File: src/rtl/alu_pkg.sv
package alu_pkg;

  typedef enum logic [2:0] {
    OP_AND = 3'b000,
    OP_OR  = 3'b001,
    OP_ADD = 3'b010,
    OP_SUB = 3'b110
  } alu_op_e;

  typedef enum logic [1:0] {
    SEL_AND  = 2'd0,
    SEL_OR   = 2'd1,
    SEL_SUM  = 2'd2,
    SEL_NONE = 2'd3
  } slice_sel_e;

endpackage

File: src/rtl/alu_ctrl_decode.sv
module alu_ctrl_decode
  import alu_pkg::*;
(
  input  logic [2:0]  op_i,
  output slice_sel_e  sel_o,
  output logic        binv_o,
  output logic        cin0_o,
  output logic        arith_o
);

  always_comb begin
    sel_o   = SEL_NONE;
    binv_o  = 1'b0;
    cin0_o  = 1'b0;
    arith_o = 1'b0;
    case (op_i)
      OP_AND: sel_o = SEL_AND;
      OP_OR:  sel_o = SEL_OR;
      OP_ADD: begin
        sel_o   = SEL_SUM;
        arith_o = 1'b1;
      end
      OP_SUB: begin
        sel_o   = SEL_SUM;
        binv_o  = 1'b1;
        cin0_o  = 1'b1;
        arith_o = 1'b1;
      end
      default: sel_o = SEL_NONE;
    endcase
  end

endmodule

File: src/rtl/alu_bit_slice.sv
module alu_bit_slice
  import alu_pkg::*;
(
  input  logic       a_i,
  input  logic       b_i,
  input  logic       binv_i,
  input  logic       cin_i,
  input  slice_sel_e sel_i,
  output logic       res_o,
  output logic       cout_o,
  output logic       beff_o
);

  logic prop;
  logic sum;

  assign beff_o = b_i ^ binv_i;
  assign prop   = a_i ^ beff_o;
  assign sum    = prop ^ cin_i;
  assign cout_o = (prop & cin_i) | (a_i & beff_o);

  always_comb begin
    case (sel_i)
      SEL_AND: res_o = a_i & beff_o;
      SEL_OR:  res_o = a_i | beff_o;
      SEL_SUM: res_o = sum;
      default: res_o = 1'b0;
    endcase
  end

endmodule

File: src/rtl/alu_flag_unit.sv
module alu_flag_unit #(
  parameter int WIDTH = 32
) (
  input  logic [WIDTH-1:0] res_i,
  input  logic             a_msb_i,
  input  logic             beff_msb_i,
  input  logic             cout_i,
  input  logic             arith_i,
  output logic             zero_o,
  output logic             ovf_o,
  output logic             carry_o
);

  logic sign_res;
  assign sign_res = res_i[WIDTH-1];

  assign zero_o  = ~|res_i;
  assign ovf_o   = arith_i & ((a_msb_i & beff_msb_i & ~sign_res) |
                              (~a_msb_i & ~beff_msb_i & sign_res));
  assign carry_o = arith_i & cout_i;

endmodule

File: src/rtl/bitslice_alu.sv
module bitslice_alu
  import alu_pkg::*;
#(
  parameter int WIDTH = 32
) (
  input  logic [WIDTH-1:0] a,
  input  logic [WIDTH-1:0] b,
  input  logic [2:0]       ctrl,
  output logic [WIDTH-1:0] result,
  output logic             zero,
  output logic             overflow,
  output logic             carry_out
);

  localparam int MSB = WIDTH - 1;

  slice_sel_e       sel;
  logic             binv;
  logic             cin0;
  logic             arith;
  logic [WIDTH:0]   carry;
  logic [WIDTH-1:0] beff;

  alu_ctrl_decode u_dec (
    .op_i    (ctrl),
    .sel_o   (sel),
    .binv_o  (binv),
    .cin0_o  (cin0),
    .arith_o (arith)
  );

  assign carry[0] = cin0;

  for (genvar i = 0; i < WIDTH; i++) begin : g_slice
    alu_bit_slice u_slice (
      .a_i    (a[i]),
      .b_i    (b[i]),
      .binv_i (binv),
      .cin_i  (carry[i]),
      .sel_i  (sel),
      .res_o  (result[i]),
      .cout_o (carry[i+1]),
      .beff_o (beff[i])
    );
  end

  alu_flag_unit #(.WIDTH(WIDTH)) u_flags (
    .res_i      (result),
    .a_msb_i    (a[MSB]),
    .beff_msb_i (beff[MSB]),
    .cout_i     (carry[WIDTH]),
    .arith_i    (arith),
    .zero_o     (zero),
    .ovf_o      (overflow),
    .carry_o    (carry_out)
  );

  logic [WIDTH:0] ref_add;
  logic [WIDTH-1:0] ref_sub;
  assign ref_add = {1'b0, a} + {1'b0, b};
  assign ref_sub = a - b;

  always_comb begin
    if (ctrl == 3'b010) begin

      add_sum_chk: assert ({carry_out, result} == ref_add);
    end
    if (ctrl == 3'b110) begin

      sub_diff_chk: assert (result == ref_sub);
    end
    if (ctrl == 3'b110 && a == b) begin

      eq_zero_chk: assert (zero);
    end
    if (ctrl == 3'b000 || ctrl == 3'b001) begin

      logic_flags_chk: assert (!carry_out && !overflow);
    end
    if (ctrl == 3'b011 || ctrl == 3'b100 || ctrl == 3'b101 || ctrl == 3'b111) begin

      unused_code_chk: assert (result == '0 && zero && !carry_out && !overflow);
    end
  end

endmodule

File: config.mk
export PLATFORM = sky130hd
export DESIGN_NAME = bitslice_alu
export DESIGN_NICKNAME = d
export VERILOG_FILES = /design/src/rtl/alu_pkg.sv /design/src/rtl/alu_ctrl_decode.sv /design/src/rtl/alu_bit_slice.sv /design/src/rtl/alu_flag_unit.sv /design/src/rtl/bitslice_alu.sv
export SDC_FILE = /design/constraint.sdc
export NUM_CORES = 1
export LEC_CHECK = 0
export BUFFER_PORTS_ARGS = -buffer_cell sky130_fd_sc_hd__buf_2
export CAP_MARGIN = 20
export CORE_ASPECT_RATIO = 0.75
export CORE_MARGIN = 5
export CORE_UTILIZATION = 54
export DETAILED_ROUTE_END_ITERATION = 10
export GPL_ROUTABILITY_DRIVEN = 0
export PLACE_DENSITY = 0.81
export SLEW_MARGIN = 20
export SYNTH_ARGS = -nofsm -noshare
export SYNTH_HDL_FRONTEND = slang
export SYNTH_SLANG_ARGS = --single-unit
File: constraint.sdc
create_clock -name vclk -period 18.9
set_clock_uncertainty 0.15 [all_clocks]
set_input_delay 1.89 -clock vclk [all_inputs]
set_output_delay 1.89 -clock vclk [all_outputs]
set_load 0.005 [all_outputs]
Word level (Yosys, flattened, before mapping)
Index checks and enable logic that the tools add are counted. W data, S select, Z words.

Bits of input ports: 67. Output and inout bits: 35. Bits in registers: 0.

Mux-type cells: 35. Reduce and logical (&&, ||, !) cells: 5. Equality and inequality tests: 5. Bitwise gates (word level): 233.

Operators with widths (count): $pmux W1 S3 (32); $xor A1 B1 Y1 (96); $and A1 B1 Y1 (69); $or A1 B1 Y1 (65); $reduce_or A32 Y1 (1); $pmux W2 S3 (1); $eq A3 B1 Y1 const B (1); $eq A3 B2 Y1 const B (1); $eq A3 B3 Y1 const B (1); $logic_not A3 Y1 (1); $not A1 Y1 (3); $eq A2 B1 Y1 const B (1); $eq A2 B2 Y1 const B (1); $logic_not A2 Y1 (1); $mux W1 (2); $reduce_or A2 Y1 (1); $logic_not A1 Y1 (1).

Longest topological paths before layout
Gate-level depths: netlist (run 1).

Depth after elaboration: 72. Mapped depth: 44. Gate-level depth less buffers: 40.

Modules after synthesis
A second synthesis (run 1) with hierarchy kept.

Cell total of the unflattened synthesis: 374. Area, all modules: 3115.5 sq um.

By module, submodules not included: alu_bit_slice (cells each 11, sequential area each 0.0 sq um, area an instance 92.6 sq um, times used 32); alu_flag_unit (cells each 16, sequential area each 0.0 sq um, area an instance 107.6 sq um, times used 1); alu_ctrl_decode (cells each 6, sequential area each 0.0 sq um, area an instance 45.0 sq um, times used 1).

Worst setup path after synthesis (run 1)
No wires, ideal clock.

Path type: input to output. Start point: input ctrl[0]. End point: output zero. Data required time: 16860 ps. Arrival time: 15489 ps. Setup slack: 1371 ps. Buffers on the path: 4. Cell stages on the path: 44. Path through: buf_6 -> nor2b_2 -> buf_6 -> buf_2 -> nand2_1 -> buf_2 -> xnor2_1 -> fa_1 -> fa_1 -> fa_1 -> fa_1 -> fa_1 -> fa_1 -> fa_1 -> fa_1 -> fa_1 -> fa_1 -> fa_1 -> (+8 left out) -> fa_1 -> fa_1 -> fa_1 -> fa_1 -> fa_1 -> fa_1 -> fa_1 -> fa_1 -> fa_1 -> fa_1 -> inv_1 -> fa_1 -> inv_1 -> fa_1 -> a22o_1 -> nor4_1 -> nand2_1 -> nor4_2.

Longest elaborated chain between the ends: 70. Elaborated cells on any way between the ends: 266. Those cells by class: 5 x eq/ne; 34 x mux; 222 x bitwise; 5 x reduce/logical.

Ends and longest elaborated chain: start, declared (line bitslice_alu.sv:8) `input logic [2:0] ctrl,`; $eq A3 B3 Y1 (line alu_ctrl_decode.sv:16) `case (op_i)`; $mux W1 (line alu_ctrl_decode.sv:16); $xor A1 B1 Y1 (line alu_bit_slice.sv:17) `assign beff_o = b_i ^ binv_i;`; $xor A1 B1 Y1 (line alu_bit_slice.sv:18) `assign prop = a_i ^ beff_o;`; $and A1 B1 Y1 (line alu_bit_slice.sv:20) `assign cout_o = (prop & cin_i) | (a_i & beff_o);`; $or A1 B1 Y1 (line alu_bit_slice.sv:20); $and A1 B1 Y1 (line alu_bit_slice.sv:20); $or A1 B1 Y1 (line alu_bit_slice.sv:20); (+55 left out); $or A1 B1 Y1 (line alu_bit_slice.sv:20); $and A1 B1 Y1 (line alu_bit_slice.sv:20); $or A1 B1 Y1 (line alu_bit_slice.sv:20); $xor A1 B1 Y1 (line alu_bit_slice.sv:19) `assign sum = prop ^ cin_i;`; $pmux W1 S3 (*) (line alu_bit_slice.sv:23) `case (sel_i)`; via g_slice[31].u_slice.res_o (line alu_bit_slice.sv:9) `output logic res_o,`; $reduce_or A32 Y1 (*) (line alu_flag_unit.sv:17) `assign zero_o = ~|res_i;`; $logic_not A1 Y1 (*) (line alu_flag_unit.sv:17); end, declared (line bitslice_alu.sv:10) `output logic zero,`.

Mark *: on every way through the listed nets, which the timed path passes. The rest lies on a longest branch.

Final worst setup path (run 1)
Start point: input ctrl[1]. End point: output zero.

Longest elaborated chain between the ends: 70. Elaborated cells on any way between the ends: 266. Those cells by class: 5 x eq/ne; 34 x mux; 222 x bitwise; 5 x reduce/logical.

Ends and longest elaborated chain (line): $eq A3 B3 Y1 (alu_ctrl_decode.sv:16); $mux W1 (alu_ctrl_decode.sv:16); $xor A1 B1 Y1 (alu_bit_slice.sv:17); $xor A1 B1 Y1 (alu_bit_slice.sv:18); $and A1 B1 Y1 (alu_bit_slice.sv:20); $or A1 B1 Y1 (alu_bit_slice.sv:20); $and A1 B1 Y1 (alu_bit_slice.sv:20); $or A1 B1 Y1 (alu_bit_slice.sv:20); (+54 left out); $and A1 B1 Y1 (alu_bit_slice.sv:20); $or A1 B1 Y1 (alu_bit_slice.sv:20); $and A1 B1 Y1 (alu_bit_slice.sv:20); $or A1 B1 Y1 (alu_bit_slice.sv:20); $xor A1 B1 Y1 (alu_bit_slice.sv:19); $pmux W1 S3 (alu_bit_slice.sv:23); $reduce_or A32 Y1 (*) (alu_flag_unit.sv:17); $logic_not A1 Y1 (*) (alu_flag_unit.sv:17).

Mark *: on every way between the ends. The rest lies on a longest branch, timed or not.

==> metrics.yaml, run 1 <==
status: "completed"
cts_resized: 0
layout_setup_ws_ps: 716.8
grt_pass1_vias: 2409
grt_usage_pct: 17.91
maxSlewViolCount: 0
drc: 0
grt_pass1_wl_um: 10980
initial_utilization_pct: 56.66
cpPeakStageDelay_ps: 480
dpl_worst_slack_ps: 684.7
wl_per_cell_um: 13.74
synthTopCellsByArea: "ha_1 (25%), fa_1 (20%), inv_1 (11%)"
timing.final.crit_share_pct: 96.21
hold_viol_final: 0
min_from: "ctrl[1]"
cp_slowest_cell: "fa_1"
die_width_um: 97.46
n_antenna_cell: 0
drv_cap: 0
rows: 23
yosys.area.top_type: "ha_1"
startpoint_type: "input port"
worstSetupEndpointType: "output port"
finalNetCount: 574
rsz0062_at_grt: "no"
clock_buffers: 0
setup_viol: 0
p_seq_share_pct: 0
crit_path_max_fanout: 18
fillCellCount: 503
core_um2: 5468
total_power_mw: 0.09261
antenna_found_initial: 0
port_buffers: 102
vias_per_cell: 4.776
required_ps: 16860
internal-power_mw: 0.04302
synthesis.area_um2: 3098
die_area_um2: 7367
slew_headroom_pct: 62.68
design.seq.count: 0
hold_buffers: 0
tightest_slew_ps: 559.7
syn_nets: 512
hold_class: "input port to output port"
ys_types: 24
area_delta_synth_final_pct: 9.572
clock.fmax_mhz: 55.00
setup.worst_path.start: "ctrl[1]"
ir_drop_mv: 0.01363
place_hpwl_um: 5807
io_pins: 102
ant_nets: 0
power.leakage_nw: 2.003
seq_area_frac_synth_pct: 0
finalHoldWorstSlack_ps: 4071
die_h_um: 75.60
cp_common_cell: "fa_1"
p_sw_mw: 0.04959
period_needed_ps: 18180
synth_top_cell_area_share_pct: 25.04
overflow: 0
grt_max_degree: 36
fin_tns_setup_ps: 0
critPathArrivalTime_ps: 16140
powerDensity_nw_per_um2: 27.28
syn_inst: 352
area.sequential_um2: 0
ys_warn_count: 0
drive_gt1_share_pct: 26.94
routed_wl_um: 6690
swShare_pct: 53.55
synth.avg_cell_area_um2: 8.801
drtIter0Drc: 79
num_vias: 2326
dr.pass1.iters: 4
cts_setup_buffers: 0
critical_path_class: "input port to output port"
power_frac_comb_pct: 100.0
pwr-share-clk_pct: 0
## per-layer routing
metal	routed length [µm]	track usage [%]
met1	3111	23.19
met2	3088	33.79
met3	455	2.836
met4	35	0.9217
met5	0	0
## cell type report
| cell class | count | area, µm² | share of cell area (%) |
|---|---|---|---|
| well taps | 75 | 93.84 | 2.764 |
| inverters | 93 | 349.1 | 10.28 |
| multi-input cells | 213 | 2411 | 71.03 |
| repair buffers | 106 | 540.5 | 15.92 |
## final timing paths
kind | endpoint | cells after the start
max | zero | 42
min | overflow | 4
## power groups by stage
stage	clock [mW]	combinational, mW	sequential (mW)
2_1_floorplan	0	0.0715	0
3_3_place_gp	0	0.0898	0
3_5_place_dp	0	0.0935	0
4_1_cts	0	0.0937	0
5_1_grt	0	0.106	0
6_report	0	0.0926	0
## placed cells by master, fill, tap and decap left out
| cell type | synthesis | layout |
|---|---|---|
| nor4_1 | 6 | 6 |
| nor4_2 | 2 | 2 |
| o211ai_1 | 1 | 1 |
| xnor2_1 | 32 | 32 |
| a22o_1 | 30 | 30 |
| nor2_1 | 3 | 2 |
| a21oi_1 | 1 | 1 |
| nand2_1 | 6 | 5 |
| nand2_2 | 0 | 1 |
| buf_4 | 34 | 4 |
| nor3_1 | 1 | 1 |
| inv_1 | 93 | 93 |
| o21ai_1 | 1 | 1 |
| fa_1 | 31 | 31 |
| ha_1 | 62 | 62 |
| mux2i_1 | 30 | 30 |
| nor2_2 | 0 | 1 |
| nand4_1 | 1 | 1 |
| o21ai_0 | 2 | 2 |
| maj3_1 | 1 | 1 |
| and2_1 | 1 | 1 |
| nor2b_2 | 1 | 1 |
| buf_2 | 4 | 102 |
| nand2b_1 | 1 | 1 |
## cell usage after synthesis
master    number
inv_1         93
ha_1          62
buf_4         34
xnor2_1       32
fa_1          31
a22o_1        30
mux2i_1       30
nand2_1        6
nor4_1         6
buf_6          5
buf_2          4
clkbuf_1       3
nor2_1         3
nor4_2         2
o21ai_0        2
a21oi_1        1
and2_1         1
maj3_1         1
nand2b_1       1
nand4_1        1
nor2b_2        1
nor3_1         1
o211ai_1       1
o21ai_1        1
## logic make-up (layout without fill, tap and decap cells)
kind of cell             count (synthesis)  in the layout  share of synthesized area, %
XOR/XNOR                                32             32                         9.047
AND/OR/NAND/NOR                         22             22                         4.160
AO/OA/AOI/OAI                           35             35                         9.370
adder cells (fa/ha/maj)                 94             94                         45.40
multiplexers                            30             30                         9.693
buffers and inverters                  139            199                         22.33
## worst max-delay path: cells and delay by family
family	cells	cell delay, ps
AND/OR/NAND/NOR	5	1090
buffers and inverters	4	390
XOR/XNOR	1	310
adder cells (fa/ha/maj)	31	12210
AO/OA/AOI/OAI	1	250
## per-stage QoR
| stage | instances | instance area, µm² | util [%] |
|---|---|---|---|
| detailed placement | 487 | 3395 | 62.08 |
| finish | 487 | 3395 | 62.08 |
| floorplan | 352 | 3098 | - |
| global route | 487 | 3395 | 62.08 |
| CTS | 487 | 3395 | 62.08 |
| global placement | 487 | 3395 | 62.08 |
Power figures use the tool's default switching activity.
==> inputs of run 2 (changes only) <==
--- a/config.mk
+++ b/config.mk
@@ -9,10 +9,10 @@
 export CAP_MARGIN = 20
 export CORE_ASPECT_RATIO = 0.75
 export CORE_MARGIN = 5
-export CORE_UTILIZATION = 54
+export CORE_UTILIZATION = 49
 export DETAILED_ROUTE_END_ITERATION = 10
 export GPL_ROUTABILITY_DRIVEN = 0
-export PLACE_DENSITY = 0.81
+export PLACE_DENSITY = 0.8
 export SLEW_MARGIN = 20
 export SYNTH_ARGS = -nofsm -noshare
 export SYNTH_HDL_FRONTEND = slang
==> constraint.sdc (replaced) <==
create_clock -name vclk -period 15.94
set_clock_uncertainty 0.15 [all_clocks]
set_input_delay 1.594 -clock vclk [all_inputs]
set_output_delay 1.594 -clock vclk [all_outputs]
set_load 0.005 [all_outputs]
==> run 2 against run 1 <==
  * Via count up 0.60%
  * First-iteration DRC count up 3.8%
  * Count of clock-buffer cells in the layout unchanged
  * Critical path depth unchanged
  * Non-clock buffer count up 5
==> metrics.yaml, run 2 (synthesis gave the netlist of run 1 again) <==
cp_slowest_cell: "fa_1"
finalNetCount: 579
period_needed_ps: 15720
rows: 25
die_area_um2: 8029
hold_viol_final: 0
grt_pass1_wl_um: 10880
required_ps: 14200
worstSetupEndpointType: "output port"
timing.final.crit_share_pct: 98.60
status: "completed"
cp_common_cell: "fa_2"
slew_headroom_pct: 61.93
area_delta_synth_final_pct: 14.50
maxSlewViolCount: 0
port_buffers: 102
worst-path-buf-inv: 4
initial_utilization_pct: 49.77
overflow: 0
whs_endpoint: "result[0]"
die_h_um: 78.86
p_sw_mw: 0.06124
fillCellCount: 560
grt_max_degree: 36
layout_commonest_cell: "buf_2"
drive_gt1_share_pct: 35.49
design.seq.count: 0
pwr-share-clk_pct: 0
setup_viol: 0
num_vias: 2340
antenna_found_initial: 0
whs_path_depth: 4
tightest_slew_ps: 571.0
ir_drop_mv: 0.01491
clock_buffers: 0
rsz0062_at_grt: "yes"
drv_cap: 0
powerDensity_nw_per_um2: 32.98
core_um2: 6225
swShare_pct: 52.35
die_width_um: 101.8
final_cell_mix: "buf_2 (102), inv_1 (92), ha_1 (62)"
n_antenna_cell: 0
clock.fmax_mhz: 63.63
startpoint_type: "input port"
crit_path_max_fanout: 4
grt_pass1_vias: 2389
cpPeakStageDelay_ps: 450
dp.cells: 497
routed_wl_um: 6908
area.sequential_um2: 0
hold_buffers: 0
power.leakage_nw: 2.021
critPathArrivalTime_ps: 13970
wl_per_cell_um: 13.87
crit_family: "adder cells"
min_from: "a[0]"
internal-power_mw: 0.05574
drtIter0Drc: 82
hold_class: "input port to output port"
power_frac_comb_pct: 100.0
place_hpwl_um: 5806
grt_usage_pct: 16.47
vias_per_cell: 4.699
io_pins: 102
p_seq_share_pct: 0
ant_nets: 0
critical_path_class: "input port to output port"
finalHoldWorstSlack_ps: 3534
dr.pass1.iters: 4
drc: 0
layout.cells.non_filler: 498
multi_input_area_um2: 2519
## run 2: cell count changes in the layout (fill, tap and decap cells not counted), sizes merged
cell,change
buf,+5
## run 2: what timing repair did
item / CTS / global route
pin swaps: 0 / 3
resized for setup: 7 / 11
gates cloned: 0 / 0
setup endpoints to repair: 2 / 2
setup buffers: 0 / 1
hold endpoints to repair: 0 / 0
## run 2: power by group through the flow
stage                     combinational (mW)  sequential [mW]  clock, mW
after global placement                 0.109                0          0
final                                  0.117                0          0
after CTS                              0.116                0          0
after floorplan                       0.0870                0          0
after global routing                   0.134                0          0
after detailed placement               0.114                0          0
## run 2: cell type report
cell class,count,share of cell area (%)
repair buffers,111,16.30
multi-input cells,213,71.01
well taps,81,2.857
inverters,93,9.841
## run 2: worst max-delay path by stage
stage,startpoint,end,slack (ps),depth (start not counted)
after floorplan,ctrl[0],zero,10,44
after global placement,ctrl[0],zero,-70,42
after detailed placement,ctrl[1],zero,-300,42
after CTS,ctrl[0],zero,30,42
after global routing,ctrl[0],zero,-130,42
final,ctrl[0],zero,220,42
## run 2: metrics by stage
| stage | worst slack [ps] | setup TNS (ps) | area, µm² | power (mW) | util (%) |
|---|---|---|---|---|---|
| global placement | -66.45 | -66.45 | 3482 | 0.1090 | 55.94 |
| detailed placement | -296.6 | -314.3 | 3482 | 0.1144 | 55.94 |
| global route | -130.0 | -130.0 | 3547 | 0.1340 | 56.98 |
| finish | 223.3 | 0 | 3547 | 0.1170 | 56.98 |
| CTS | 32.85 | 0 | 3502 | 0.1156 | 56.26 |
| floorplan | 9.780 | 0 | 3169 | 0.08704 | - |
## run 2: metal layers
metal / vias to the layer above / track usage (%) / routed length, µm
met2: 66 / 29.77 / 3389
met1: 1101 / 22.49 / 3034
met3: 0 / 1.932 / 485
met5: - / 0 / 0
li1: 1173 / - / -
met4: 0 / 0 / 0
==> inputs of run 3 (changes only) <==
--- a/config.mk
+++ b/config.mk
@@ -5,7 +5,7 @@
 export SDC_FILE = /design/constraint.sdc
 export NUM_CORES = 1
 export LEC_CHECK = 0
-export BUFFER_PORTS_ARGS = -buffer_cell sky130_fd_sc_hd__buf_2
+export BUFFER_PORTS_ARGS = -buffer_cell sky130_fd_sc_hd__clkbuf_2
 export CAP_MARGIN = 20
 export CORE_ASPECT_RATIO = 0.75
 export CORE_MARGIN = 5
==> run 3 against run 2 <==
  * Maximum frequency rose by 0.76%
  * Via count rose by 2.2%
  * Global-route usage rose by 0.99 points
  * Largest cell class unchanged
  * Highest routed layer is now met4
  * Utilization rose by 0.32 points
  * Final cell count rose by 0.60%
  * First-iteration DRC count rose by 2.4%
==> metrics.yaml, run 3 (synthesis gave the netlist of run 1 again) <==
setup.worst_path.start: "ctrl[1]"
slew_headroom_pct: 62.00
period_needed_ps: 15600
p_seq_share_pct: 0
drtIter0Drc: 84
drv_cap: 0
place_hpwl_um: 6140
top_usage_layer: "met2"
grt_use_met3_pct: 2.809
tightest_slew_ps: 570.0
rows: 25
crit_family: "adder cells"
critPathArrivalTime_ps: 13850
wl_per_cell_um: 13.87
die_area_um2: 8029
routed_wl_um: 6948
cpPeakStageDelay_ps: 460
core_um2: 6225
layout_commonest_cell: "clkbuf_2"
power.leakage_nw: 2.037
overflow: 0
total_power_mw: 0.1185
worstSetupEndpointType: "output port"
grt_util_met1_pct: 22.96
vias_per_cell: 4.774
drive_gt1_share_pct: 35.48
n_antenna_cell: 0
num_vias: 2392
timing.final.crit_share_pct: 97.86
io_pins: 102
grt_pass1_wl_um: 11590
die_width_um: 101.8
maxSlewViolCount: 0
cp_slowest_cell: "fa_1"
design.seq.count: 0
status: "completed"
p_sw_mw: 0.06189
clock.fmax_mhz: 64.11
hold_class: "input port to output port"
final_cell_mix: "clkbuf_2 (101), inv_1 (93), ha_1 (62)"
setup_viol: 0
powerDensity_nw_per_um2: 33.22
crit_path_max_fanout: 5
area_delta_synth_final_pct: 15.15
use_met2_pct: 31.27
initial_utilization_pct: 49.77
min_from: "a[0]"
layout.cells.non_filler: 501
worst-path-stages: 42
critical_path_class: "input port to output port"
hold_buffers: 0
worst-path-buf-inv: 4
pwr-share-clk_pct: 0
ir_drop_mv: 0.01343
startpoint_type: "input port"
grt_pass1_vias: 2522
grt_max_degree: 36
cp_common_cell: "fa_2"
swShare_pct: 52.23
rsz0062_at_grt: "yes"
power_frac_comb_pct: 100.0
grt_usage_pct: 17.46
area.sequential_um2: 0
dr.pass1.iters: 4
dp.cells: 500
drc: 0
die_h_um: 78.86
required_ps: 14200
antenna_found_initial: 0
clock_buffers: 0
whs_path_depth: 4
ant_nets: 0
finalNetCount: 582
hold_viol_final: 0
internal-power_mw: 0.05660
port_buffers: 102
whs_endpoint: "result[0]"
==> run 3: changes by cell type in the layout (fill, tap and decap cells not counted) <==
cell,delta
fa_2,-1
buf_2,-101
clkbuf_2,+101
inv_2,-1
fa_1,+1
inv_1,+1
buf_4,+3
==> run 3: layer usage <==
metal | up-vias | share of wire, %
met5 | - | 0
met4 | 0 | 0.79
met3 | 6 | 9.3
met2 | 80 | 49
met1 | 1125 | 40
li1 | 1181 | -
==> run 3: area by class of cell <==
cell class         instances  area, µm²
fillers                  563       2658
multi-input cells        213       2516
repair buffers           114      600.6
inverters                 93      349.1
well taps                 81      101.3
==> run 3: metrics by stage <==
stage,setup slack [ps],utilization (%),hold WS [ps],instance area (µm²),setup TNS (ps)
global route,-44.69,57.31,3597,3567,-44.69
finish,341.8,57.31,3558,3567,0
floorplan,9.780,-,3173,3169,0
CTS,30.38,57.19,3545,3560,0
global placement,-103.4,56.30,3517,3505,-103.4
detailed placement,-369.1,56.30,3545,3505,-369.1
==> run 3: what timing repair did <==
item | CTS | global route
gates resized for setup | 16 | 1
pin swaps | 4 | 5
setup buffers | 0 | 1
gates cloned | 0 | 0
endpoints found under the setup margin | 1 | 1
==> run 3: how the worst max path moves through the flow <==
stage / to / slack [ps]
finish: zero / 340
global route: zero / -40
CTS: zero / 30
detailed placement: zero / -370
global placement: zero / -100
floorplan: zero / 10
==> run 3: power by group through the flow <==
stage	registers [mW]	logic, mW	clock network, mW
after floorplan	0	0.0870	0
after global placement	0	0.111	0
after detailed placement	0	0.117	0
after CTS	0	0.121	0
after global routing	0	0.135	0
final	0	0.118	0
